==> config.mk <==
export PLATFORM = sky130hd
export DESIGN_NAME = vpred_merge_unit
export DESIGN_NICKNAME = d
export VERILOG_FILES = /design/src/rtl/vpred_pkg.sv /design/src/rtl/vpred_regfile.sv /design/src/rtl/vpred_logic_op.sv /design/src/rtl/vpred_mask_select.sv /design/src/rtl/vpred_lane_merge.sv /design/src/rtl/vpred_merge_unit.sv
export SDC_FILE = /design/constraint.sdc
export NUM_CORES = 1
export LEC_CHECK = 0
export ABC_CLOCK_PERIOD_IN_PS = 8500
export BUFFER_PORTS_ARGS = -buffer_cell sky130_fd_sc_hd__buf_2
export CAP_MARGIN = 40
export CORE_AREA = 3 3 628 630
export DETAILED_ROUTE_END_ITERATION = 16
export DIE_AREA = 0 0 631 633
export RECOVER_POWER = 25
export SLEW_MARGIN = 5
export SYNTH_ARGS = -nofsm -noshare
export SYNTH_HDL_FRONTEND = slang
export SYNTH_SLANG_ARGS = --single-unit
==> constraint.sdc <==
create_clock -name clk -period 8.5 [get_ports clk]
set_input_delay 1.7 -clock clk [delete_from_list [all_inputs] [get_ports clk]]
set_output_delay 1.7 -clock clk [all_outputs]
set_load 0.02 [all_outputs]
==> src/rtl/vpred_pkg.sv <==
package vpred_pkg;
   localparam int unsigned DEF_PRED_CNT = 8;
   localparam int unsigned DEF_PRED_W   = 16;
   localparam int unsigned DEF_VEC_W    = 512;

   typedef enum logic [1:0] {
      POP_AND  = 2'd0,
      POP_OR   = 2'd1,
      POP_XOR  = 2'd2,
      POP_NONE = 2'd3
   } pop_e;

   // read port indices into the register file
   localparam int unsigned RP_USER  = 0;
   localparam int unsigned RP_CARRY = 1;
   localparam int unsigned RP_WMASK = 2;
   localparam int unsigned RP_OPA   = 3;
   localparam int unsigned RP_OPB   = 4;
   localparam int unsigned RP_COUNT = 5;
endpackage

==> src/rtl/vpred_regfile.sv <==
module vpred_regfile #(
   parameter int unsigned N   = 8,
   parameter int unsigned W   = 16,
   parameter int unsigned NRD = 5,
   localparam int unsigned AW = $clog2(N)
) (
   input  logic                     clk,
   input  logic                     rst_n,
   input  logic                     wa_en,
   input  logic [AW-1:0]            wa_addr,
   input  logic [W-1:0]             wa_data,
   input  logic                     wb_en,
   input  logic [AW-1:0]            wb_addr,
   input  logic [W-1:0]             wb_data,
   input  logic [NRD-1:0][AW-1:0]   rd_addr,
   output logic [NRD-1:0][W-1:0]    rd_data
);
   logic [W-1:0] regs [N];

   if (N != (1 << AW)) begin : g_bad_depth
      $error("vpred_regfile: N must be a power of two");
   end

   for (genvar r = 0; r < N; r++) begin : g_reg
      always_ff @(posedge clk or negedge rst_n) begin
         if (!rst_n)
            regs[r] <= '0;
         else if (wa_en && wa_addr == AW'(r))
            regs[r] <= wa_data;       // port A has priority
         else if (wb_en && wb_addr == AW'(r))
            regs[r] <= wb_data;
      end
   end

   for (genvar p = 0; p < NRD; p++) begin : g_rd
      assign rd_data[p] = regs[rd_addr[p]];
   end

   // a Boolean result lands in its destination at the next edge
   a_r6_op_lands: assert property (@(posedge clk) disable iff (!rst_n)
      wa_en |=> regs[$past(wa_addr)] == $past(wa_data));

   // flag write lands unless the op port claimed the same register
   a_r7_flag_lands: assert property (@(posedge clk) disable iff (!rst_n)
      (wb_en && !(wa_en && wa_addr == wb_addr)) |=> regs[$past(wb_addr)] == $past(wb_data));

   // a register not written keeps its value
   a_r8_hold: assert property (@(posedge clk) disable iff (!rst_n)
      (!wa_en && !wb_en) |=> regs[$past(rd_addr[0])] == $past(rd_data[0]));
endmodule

==> src/rtl/vpred_logic_op.sv <==
module vpred_logic_op
   import vpred_pkg::*;
#(
   parameter int unsigned W = 16
) (
   input  logic [1:0]   code,
   input  logic [W-1:0] src_a,
   input  logic [W-1:0] src_b,
   output logic         wr_en,
   output logic [W-1:0] result
);
   pop_e op;
   assign op = pop_e'(code);

   always_comb begin
      wr_en  = 1'b1;
      result = '0;
      unique case (op)
         POP_AND:  result = src_a & src_b;
         POP_OR:   result = src_a | src_b;
         POP_XOR:  result = src_a ^ src_b;
         default:  wr_en  = 1'b0;
      endcase
   end

   // AND never sets a bit absent from either source; OR covers both
   always_comb begin
      if (op == POP_AND)
         a_r6_and_subset: assert ((result & ~src_a) == '0 && (result & ~src_b) == '0);
      if (op == POP_OR)
         a_r6_or_cover: assert ((src_a & ~result) == '0 && (src_b & ~result) == '0);
   end
endmodule

==> src/rtl/vpred_mask_select.sv <==
module vpred_mask_select #(
   parameter int unsigned W  = 16,
   parameter int unsigned AW = 3
) (
   input  logic [AW-1:0] sel,
   input  logic          blend,
   input  logic [W-1:0]  stored,
   output logic [W-1:0]  eff_mask
);
   logic implicit_ones;
   assign implicit_ones = !blend && (sel == '0);
   assign eff_mask      = implicit_ones ? {W{1'b1}} : stored;
endmodule

==> src/rtl/vpred_lane_merge.sv <==
module vpred_lane_merge #(
   parameter int unsigned VEC_W  = 512,
   parameter int unsigned PRED_W = 16,
   localparam int unsigned LANE_W = VEC_W / PRED_W
) (
   input  logic              clk,
   input  logic              rst_n,
   input  logic [PRED_W-1:0] mask,
   input  logic              elem64,
   input  logic [VEC_W-1:0]  old_vec,
   input  logic [VEC_W-1:0]  new_vec,
   output logic [VEC_W-1:0]  out_vec
);
   if (VEC_W != LANE_W * PRED_W) begin : g_bad_width
      $error("vpred_lane_merge: VEC_W must be a multiple of PRED_W");
   end
   if (PRED_W % 2 != 0) begin : g_bad_pairs
      $error("vpred_lane_merge: PRED_W must be even for wide elements");
   end

   logic [PRED_W-1:0] lane_take;

   for (genvar i = 0; i < PRED_W; i++) begin : g_lane
      assign lane_take[i] = elem64 ? mask[i/2] : mask[i];
      assign out_vec[i*LANE_W +: LANE_W] =
         lane_take[i] ? new_vec[i*LANE_W +: LANE_W] : old_vec[i*LANE_W +: LANE_W];

      // a lane whose 32-bit predicate bit is clear keeps the old value
      a_r3_lane_hold: assert property (@(posedge clk) disable iff (!rst_n)
         (!elem64 && !mask[i]) |-> out_vec[i*LANE_W +: LANE_W] == old_vec[i*LANE_W +: LANE_W]);
      // in wide mode both halves of an element follow the same bit
      a_r4_pair_follow: assert property (@(posedge clk) disable iff (!rst_n)
         (elem64 && mask[i/2]) |-> out_vec[i*LANE_W +: LANE_W] == new_vec[i*LANE_W +: LANE_W]);
   end
endmodule

==> src/rtl/vpred_merge_unit.sv <==
module vpred_merge_unit
   import vpred_pkg::*;
#(
   parameter int unsigned PRED_CNT = DEF_PRED_CNT,
   parameter int unsigned PRED_W   = DEF_PRED_W,
   parameter int unsigned VEC_W    = DEF_VEC_W,
   localparam int unsigned AW      = $clog2(PRED_CNT)
) (
   input  logic              clk,
   input  logic              rst_n,
   input  logic [AW-1:0]     rd_sel,
   output logic [PRED_W-1:0] rd_bits,
   input  logic [AW-1:0]     cin_sel,
   output logic [PRED_W-1:0] cin_bits,
   input  logic              flag_we,
   input  logic [AW-1:0]     flag_dst,
   input  logic [PRED_W-1:0] flag_bits,
   input  logic              op_valid,
   input  logic [1:0]        op_code,
   input  logic [AW-1:0]     op_src_a,
   input  logic [AW-1:0]     op_src_b,
   input  logic [AW-1:0]     op_dst,
   input  logic [AW-1:0]     wm_sel,
   input  logic              elem64,
   input  logic              blend_en,
   input  logic [VEC_W-1:0]  old_vec,
   input  logic [VEC_W-1:0]  new_vec,
   output logic [VEC_W-1:0]  merged_vec
);
   logic [RP_COUNT-1:0][AW-1:0]     rp_addr;
   logic [RP_COUNT-1:0][PRED_W-1:0] rp_data;
   logic                            op_we;
   logic [PRED_W-1:0]               op_result;
   logic [PRED_W-1:0]               eff_mask;

   assign rp_addr[RP_USER]  = rd_sel;
   assign rp_addr[RP_CARRY] = cin_sel;
   assign rp_addr[RP_WMASK] = wm_sel;
   assign rp_addr[RP_OPA]   = op_src_a;
   assign rp_addr[RP_OPB]   = op_src_b;

   vpred_regfile #(.N(PRED_CNT), .W(PRED_W), .NRD(RP_COUNT)) u_regs (
      .clk     (clk),
      .rst_n   (rst_n),
      .wa_en   (op_valid && op_we),
      .wa_addr (op_dst),
      .wa_data (op_result),
      .wb_en   (flag_we),
      .wb_addr (flag_dst),
      .wb_data (flag_bits),
      .rd_addr (rp_addr),
      .rd_data (rp_data)
   );

   vpred_logic_op #(.W(PRED_W)) u_bool (
      .code   (op_code),
      .src_a  (rp_data[RP_OPA]),
      .src_b  (rp_data[RP_OPB]),
      .wr_en  (op_we),
      .result (op_result)
   );

   vpred_mask_select #(.W(PRED_W), .AW(AW)) u_sel (
      .sel      (wm_sel),
      .blend    (blend_en),
      .stored   (rp_data[RP_WMASK]),
      .eff_mask (eff_mask)
   );

   vpred_lane_merge #(.VEC_W(VEC_W), .PRED_W(PRED_W)) u_merge (
      .clk     (clk),
      .rst_n   (rst_n),
      .mask    (eff_mask),
      .elem64  (elem64),
      .old_vec (old_vec),
      .new_vec (new_vec),
      .out_vec (merged_vec)
   );

   assign rd_bits  = rp_data[RP_USER];
   assign cin_bits = rp_data[RP_CARRY];

   // selector 0 outside blend passes the whole new vector
   a_r2_sel0_full: assert property (@(posedge clk) disable iff (!rst_n)
      (!blend_en && wm_sel == '0) |-> merged_vec == new_vec);

   // carry port and general port agree when they name the same register
   a_r9_ports_agree: assert property (@(posedge clk) disable iff (!rst_n)
      (cin_sel == rd_sel) |-> cin_bits == rd_bits);
endmodule

### Yosys cells after proc, flatten, opt, wreduce, memory -nomap -nowiden

Cells that the tools add are included.

* register bits after elaboration: 128
* input bits: 1069
* output and inout bits: 544
* word-level logic and storage cells: 134

* order comparisons: 5
* equal/unequal tests: 16
* multiplexer cells: 65
* bitwise operators: 8
* reduce and logical (&&, ||, !) cells: 32

Operators by type and width (count)
* 2-to-1 mux 32 bit: 16
* 2-to-1 mux 16 bit: 27
* binary-select mux 16 bit (select 3 bit): 5
* case mux 16 bit (3 select lines): 1
* equality test 3 bit (second input constant): 8
* greater-or-equal comparator 4 bit (second input constant): 5
* inverter 3 -> 4 bit: 5
* logical AND 1 bit: 18
* bitwise AND 16 bit: 1
* 2-to-1 mux 1 bit: 16
* OR 16 bit: 1
* nonzero test 2 bit: 8
* XOR 16 bit: 1
* equality test 3 x 2 -> 1 bit (second input constant): 4
* logical NOT 3 bit: 3
* equality test 3 x 1 -> 1 bit (second input constant): 2
* OR reduction 3 bit: 1
* equality test 2 x 1 -> 1 bit (second input constant): 1
* equality test 2 bit (second input constant): 1
* logical NOT 2 bit: 1
* logical NOT 1 bit: 1

### Longest topological paths before layout

* depth in word-level cells: 7
* mapped depth: 10
* mapped depth without buffers: 8

### Cells and area by module

Synthesis repeated with hierarchy kept, for this count alone.

* cell total of the unflattened synthesis: 1585
* area, all modules: 19595.0 um^2

Modules (own cells, without submodules)
* vpred_regfile: instances 1, cells each 884, area each 11494.8 um^2, seq. area each 3203.1 um^2
* vpred_lane_merge: instances 1, cells each 578, area each 7045.5 um^2, seq. area each 0.0 um^2
* vpred_logic_op: instances 1, cells each 104, area each 915.9 um^2, seq. area each 0.0 um^2
* vpred_mask_select: instances 1, cells each 18, area each 132.6 um^2, seq. area each 0.0 um^2
* vpred_merge_unit: instances 1, cells each 1, area each 6.3 um^2, seq. area each 0.0 um^2

### Worst setup path before layout

Ideal clock, no wire load.

* kind: in2out
* from: input port wm_sel[0]
* to: output port merged_vec[33]
* arrival time: 3453 ps
* setup slack: 3347 ps
* stages: 7
* buffers on the path: 2
* cells stage by stage: or4_4 and2_4 buf_6 o21ai_1 o31a_2 buf_6 mux2_1

* word-level cells in the longest chain between the ends: 7

RTL lines
* start, declared: line vpred_merge_unit.sv:23 `input logic [AW-1:0] wm_sel,`
* inverter 3 -> 4 bit (not written as such): line vpred_regfile.sv:36 `assign rd_data[p] = regs[rd_addr[p]];`
* binary-select mux 16 bit (select 3 bit): line vpred_regfile.sv:36
* 2-to-1 mux 16 bit (not written as such) (2 in a row): line vpred_regfile.sv:36
* 2-to-1 mux 16 bit (*): line vpred_mask_select.sv:12 `assign eff_mask = implicit_ones ? {W{1'b1}} : stored;`
* 2-to-1 mux 1 bit (*): line vpred_lane_merge.sv:24 `assign lane_take[i] = elem64 ? mask[i/2] : mask[i];`
* 2-to-1 mux 32 bit (*): line vpred_lane_merge.sv:26 `lane_take[i] ? new_vec[i*LANE_W +: LANE_W] : old_vec[i*LANE_W +: LANE_W];`
* end, declared: line vpred_merge_unit.sv:28 `output logic [VEC_W-1:0] merged_vec`

Every way passes the cells marked *; elsewhere a longest branch is shown, timed or not. The select of a mux whose other input is x is not followed.

### Final worst setup path

* from: input port wm_sel[0]
* to: output port merged_vec[230]

Same word-level chain as after synthesis.

==> impl_results.md <==
- Biggest regs: u_regs.regs: 128 flops
- Detailed Place HPWL: 345 mm
- Flop and latch count out of synthesis: ~130
- Initial DRC count: 2360
- Slew @ Worst Pin: 3470 ps
- Net Switching: 3530 uW
- Final-report max-slew violation count: 127
- VDD IR-drop max: ~120 uV
- Clock Path Buffers: 2
- Commonest non-fill, non-tap cell in the layout: buf_2
- Worst EP arrival: 4950 ps
- Clk sinks: between 100 and 150
- Critical Setup Path Class: input port to output pin
- FF-to-FF path depth: 8
- WL/cell: 43.2 um
- Max reg flops: around 130
- Distinct cell type count after synthesis: 46
- Crit. End Element: output pin
- Critical path startpoint category: input port
- Final Power: 6420 uW
- WHS Path Cells: 2
- Clock Latency Late Sink: between 400 and 500 ps
- Final setup viols: 0
- Clk root buf: clkbuf_16
- Syn. warnings: 0
- Post-CTS sizing: 0
- Fillcell total: 45642
- Final hold violations: 0
- Largest net degree at the start of global routing: 60
- Total Routed Length: 370 mm
- Max Cap Viol: 3
- DIE WIDTH: 631 um
- Chip height: 633 um
- Max Clock Skew: 5.83 ps
- Syn Area/Cell: 11.0 um2
- Core area: 389000 um2
- Failing checks: capacitance limit, slew limit
- Main synth FF type: dfrtp_1
- CTS H-tree lvls: 4
- Cell Count, Final, Fillers Out: 8550
- First-pass GRT wire length: 416 mm
- Combinational share of power: a little over 70%
- Initial Util: 4.76%
- Share of flip-flops with an asynchronous set or reset: between 90% and 100%
- CP Cell Sequence: buf_2 -> buf_4 -> and2_1 -> a22oi_1 -> nand2_1 -> a21oi_4 -> buf_12 -> mux2_1 -> buf_2
- Leading cell types in the layout, fill and taps excluded: buf_2 (1611), mux2_2 (432), mux2i_1 (206)
- Min Clock Period, post-route: 6650 ps
- CTS buffer count: 17
- First-pass iteration count of the detailed router: 7
- DRC: 0
- Worst path bufs/invs: 4
- Post-CTS Hold Fix Bufs: 0
- Fmax achieved: 0.150 GHz
- Reg clk slew, reported paths: around 60 ps
- Critical Path RT: 6800 ps
- Post-Place Cell Area: 32900 um2
- Setup TNS: 0 ps
- Synthesis-to-finish area growth: 82.5%
- Inst Count DP: 8390
- Flip-flop and latch area: 3200 um2
- Crit-path most repeated cell: buf_2
- Sequential power share: 16.6%
- Net Sw Frac: 55.0%
- Dpl ws: 1660 ps
- Vias in the first global route: ~22000
- Cell Rows: 229
- Mapped Area: between 15000 and 20000 um2
- Fin area: 33800 um2
- EDFF count, synth: 0
- PortBufs: 1612
- Area of the multi-input gates: between 10000 and 15000 um2
- CP peak stage delay: around 580 ps
- Via density: ~2.9
- Clock network fraction of design power: a little under an eighth
- RSZ-0062 raised after global routing: false
- Largest register by flop count: u_regs.regs
- P per Cell Area: ~190 nW/um2
- Relative slew slack: -131%
- Sequential area share after synthesis: 17.3%
- Fin crit share: 78.3%
- Initial antenna violation count: 513
- Total number of vias: around 25000
- Hold WC Path Type: flip-flop to flip-flop
- GRT overflow: 0
- Syn Nets: 2784
- Setup WS post-layout: 1850 ps
- Top delay family on crit path: buffers and inverters
- CTS tree: yes
- Internal Power: 2890 uW
- Cell depth of the worst setup path: 9
- Die Area: 399000 um2
- LEAKAGE: between 0.01 and 0.015 uW
- Maximum fanout along the worst path: 28
- Num ports: 1613
- Routability cong.: between 1 and 1.5
- Slowest CP cell: mux2_1
- Proportion of layout cells with a drive suffix above 1: 73.1%
- Post-DRT Antenna Nets: 0
- Total global-route track usage: 17.6%
- Post-CTS Setup Bufs: 0
- Nets: around 4300
- Status: complete, but fails checks
- Synth Instances: approximately 1700
## final timing paths
kind	from	to	slack, ps
max in group asynchronous	rst_n	u_regs.regs[115]	2770
max reg2reg	u_regs.regs[37]	u_regs.regs[21]	6070
min	u_regs.regs[86]	u_regs.regs[86]	660
min reg2reg	u_regs.regs[86]	u_regs.regs[86]	660
min in group asynchronous	rst_n	u_regs.regs[64]	2440
max	wm_sel[0]	merged_vec[230]	1850
## power by group through the flow
| stage | clock network (uW) | logic (uW) | registers (uW) |
|---|---|---|---|
| 4_1_cts | 779 | 4690 | 1050 |
| 3_3_place_gp | 0 | 4630 | 1040 |
| 2_1_floorplan | 0 | 2380 | 952 |
| 5_1_grt | 806 | 4810 | 1090 |
| 3_5_place_dp | 0 | 4670 | 1060 |
| 6_report | 773 | 4580 | 1070 |
## kinds of logic (layout without fill, tap and decap cells)
kind of cell | count (synthesis) | in the layout | synth area share (%)
AO/OA/AOI/OAI | 212 | 212 | 7.03
adder cells (fa/ha/maj) | 32 | 32 | 2.16
buffers and inverters | 197 | 1739 | 6.25
flip-flops | 128 | 128 | 17.3
multiplexers | 896 | 896 | 62.1
other | 0 | 128 | 0
AND/OR/NAND/NOR | 218 | 218 | 5.11
## cell usage after synthesis, types with 4 or more instances
library cell  number  area share, %
nor2b_1            8           0.27
mux2_4            60            4.9
o21ai_0           82            2.2
o21ai_1           17           0.46
ha_1              32            2.2
a22oi_1           17           0.69
nand2_1          111            2.3
o21ba_2            4           0.22
dfrtp_1          128             17
nor3b_1            5           0.20
mux2i_1          206             11
buf_6             21            1.3
nand2b_1           4           0.14
mux4_2           128             16
a21oi_4           11           0.97
nor2_1            69            1.4
buf_4             25            1.0
clkbuf_1          74            1.5
mux2_1            70            4.3
buf_2             26           0.70
mux2_2           432             26
buf_1              6           0.12
inv_1             34           0.69
buf_12             8           0.87
a21oi_1           64            1.7
o22ai_1           11           0.37
## worst min-delay path, stage by stage (launching register included)
cell	delay, ps
dfrtp_1	410
mux2i_1	90
o21ai_0	130
## through the flow
stage          hold slack (ps)  util (%)
2_1_floorplan              591         -
3_3_place_gp               641      8.36
3_5_place_dp               648      8.44
4_1_cts                    659      8.60
5_1_grt                    703      8.64
6_report                   665      8.68
## layout make-up
type	count	share of cell area (%)
clock inverters	10	0.400
flip-flops and latches	128	9.49
clock buffers	22	1.37
well taps	5197	19.3
multi-input cells	1358	42.1
inverters	34	0.378
diodes	128	0.949
repair buffers	1673	26.0
## metal layers
layer | routed length (um) | up-vias | part of all wire (%) | global-route usage (%)
li1 | - | 9589 | - | -
met1 | 133000 | 11814 | 36 | 19.4
met2 | 170000 | 2276 | 46 | 29.2
met3 | 54000 | 881 | 15 | 10.5
met4 | 10600 | 270 | 2.9 | 3.04
met5 | 1900 | - | 0.52 | 1.17
Note: power is estimated with default switching activity, not from simulation.
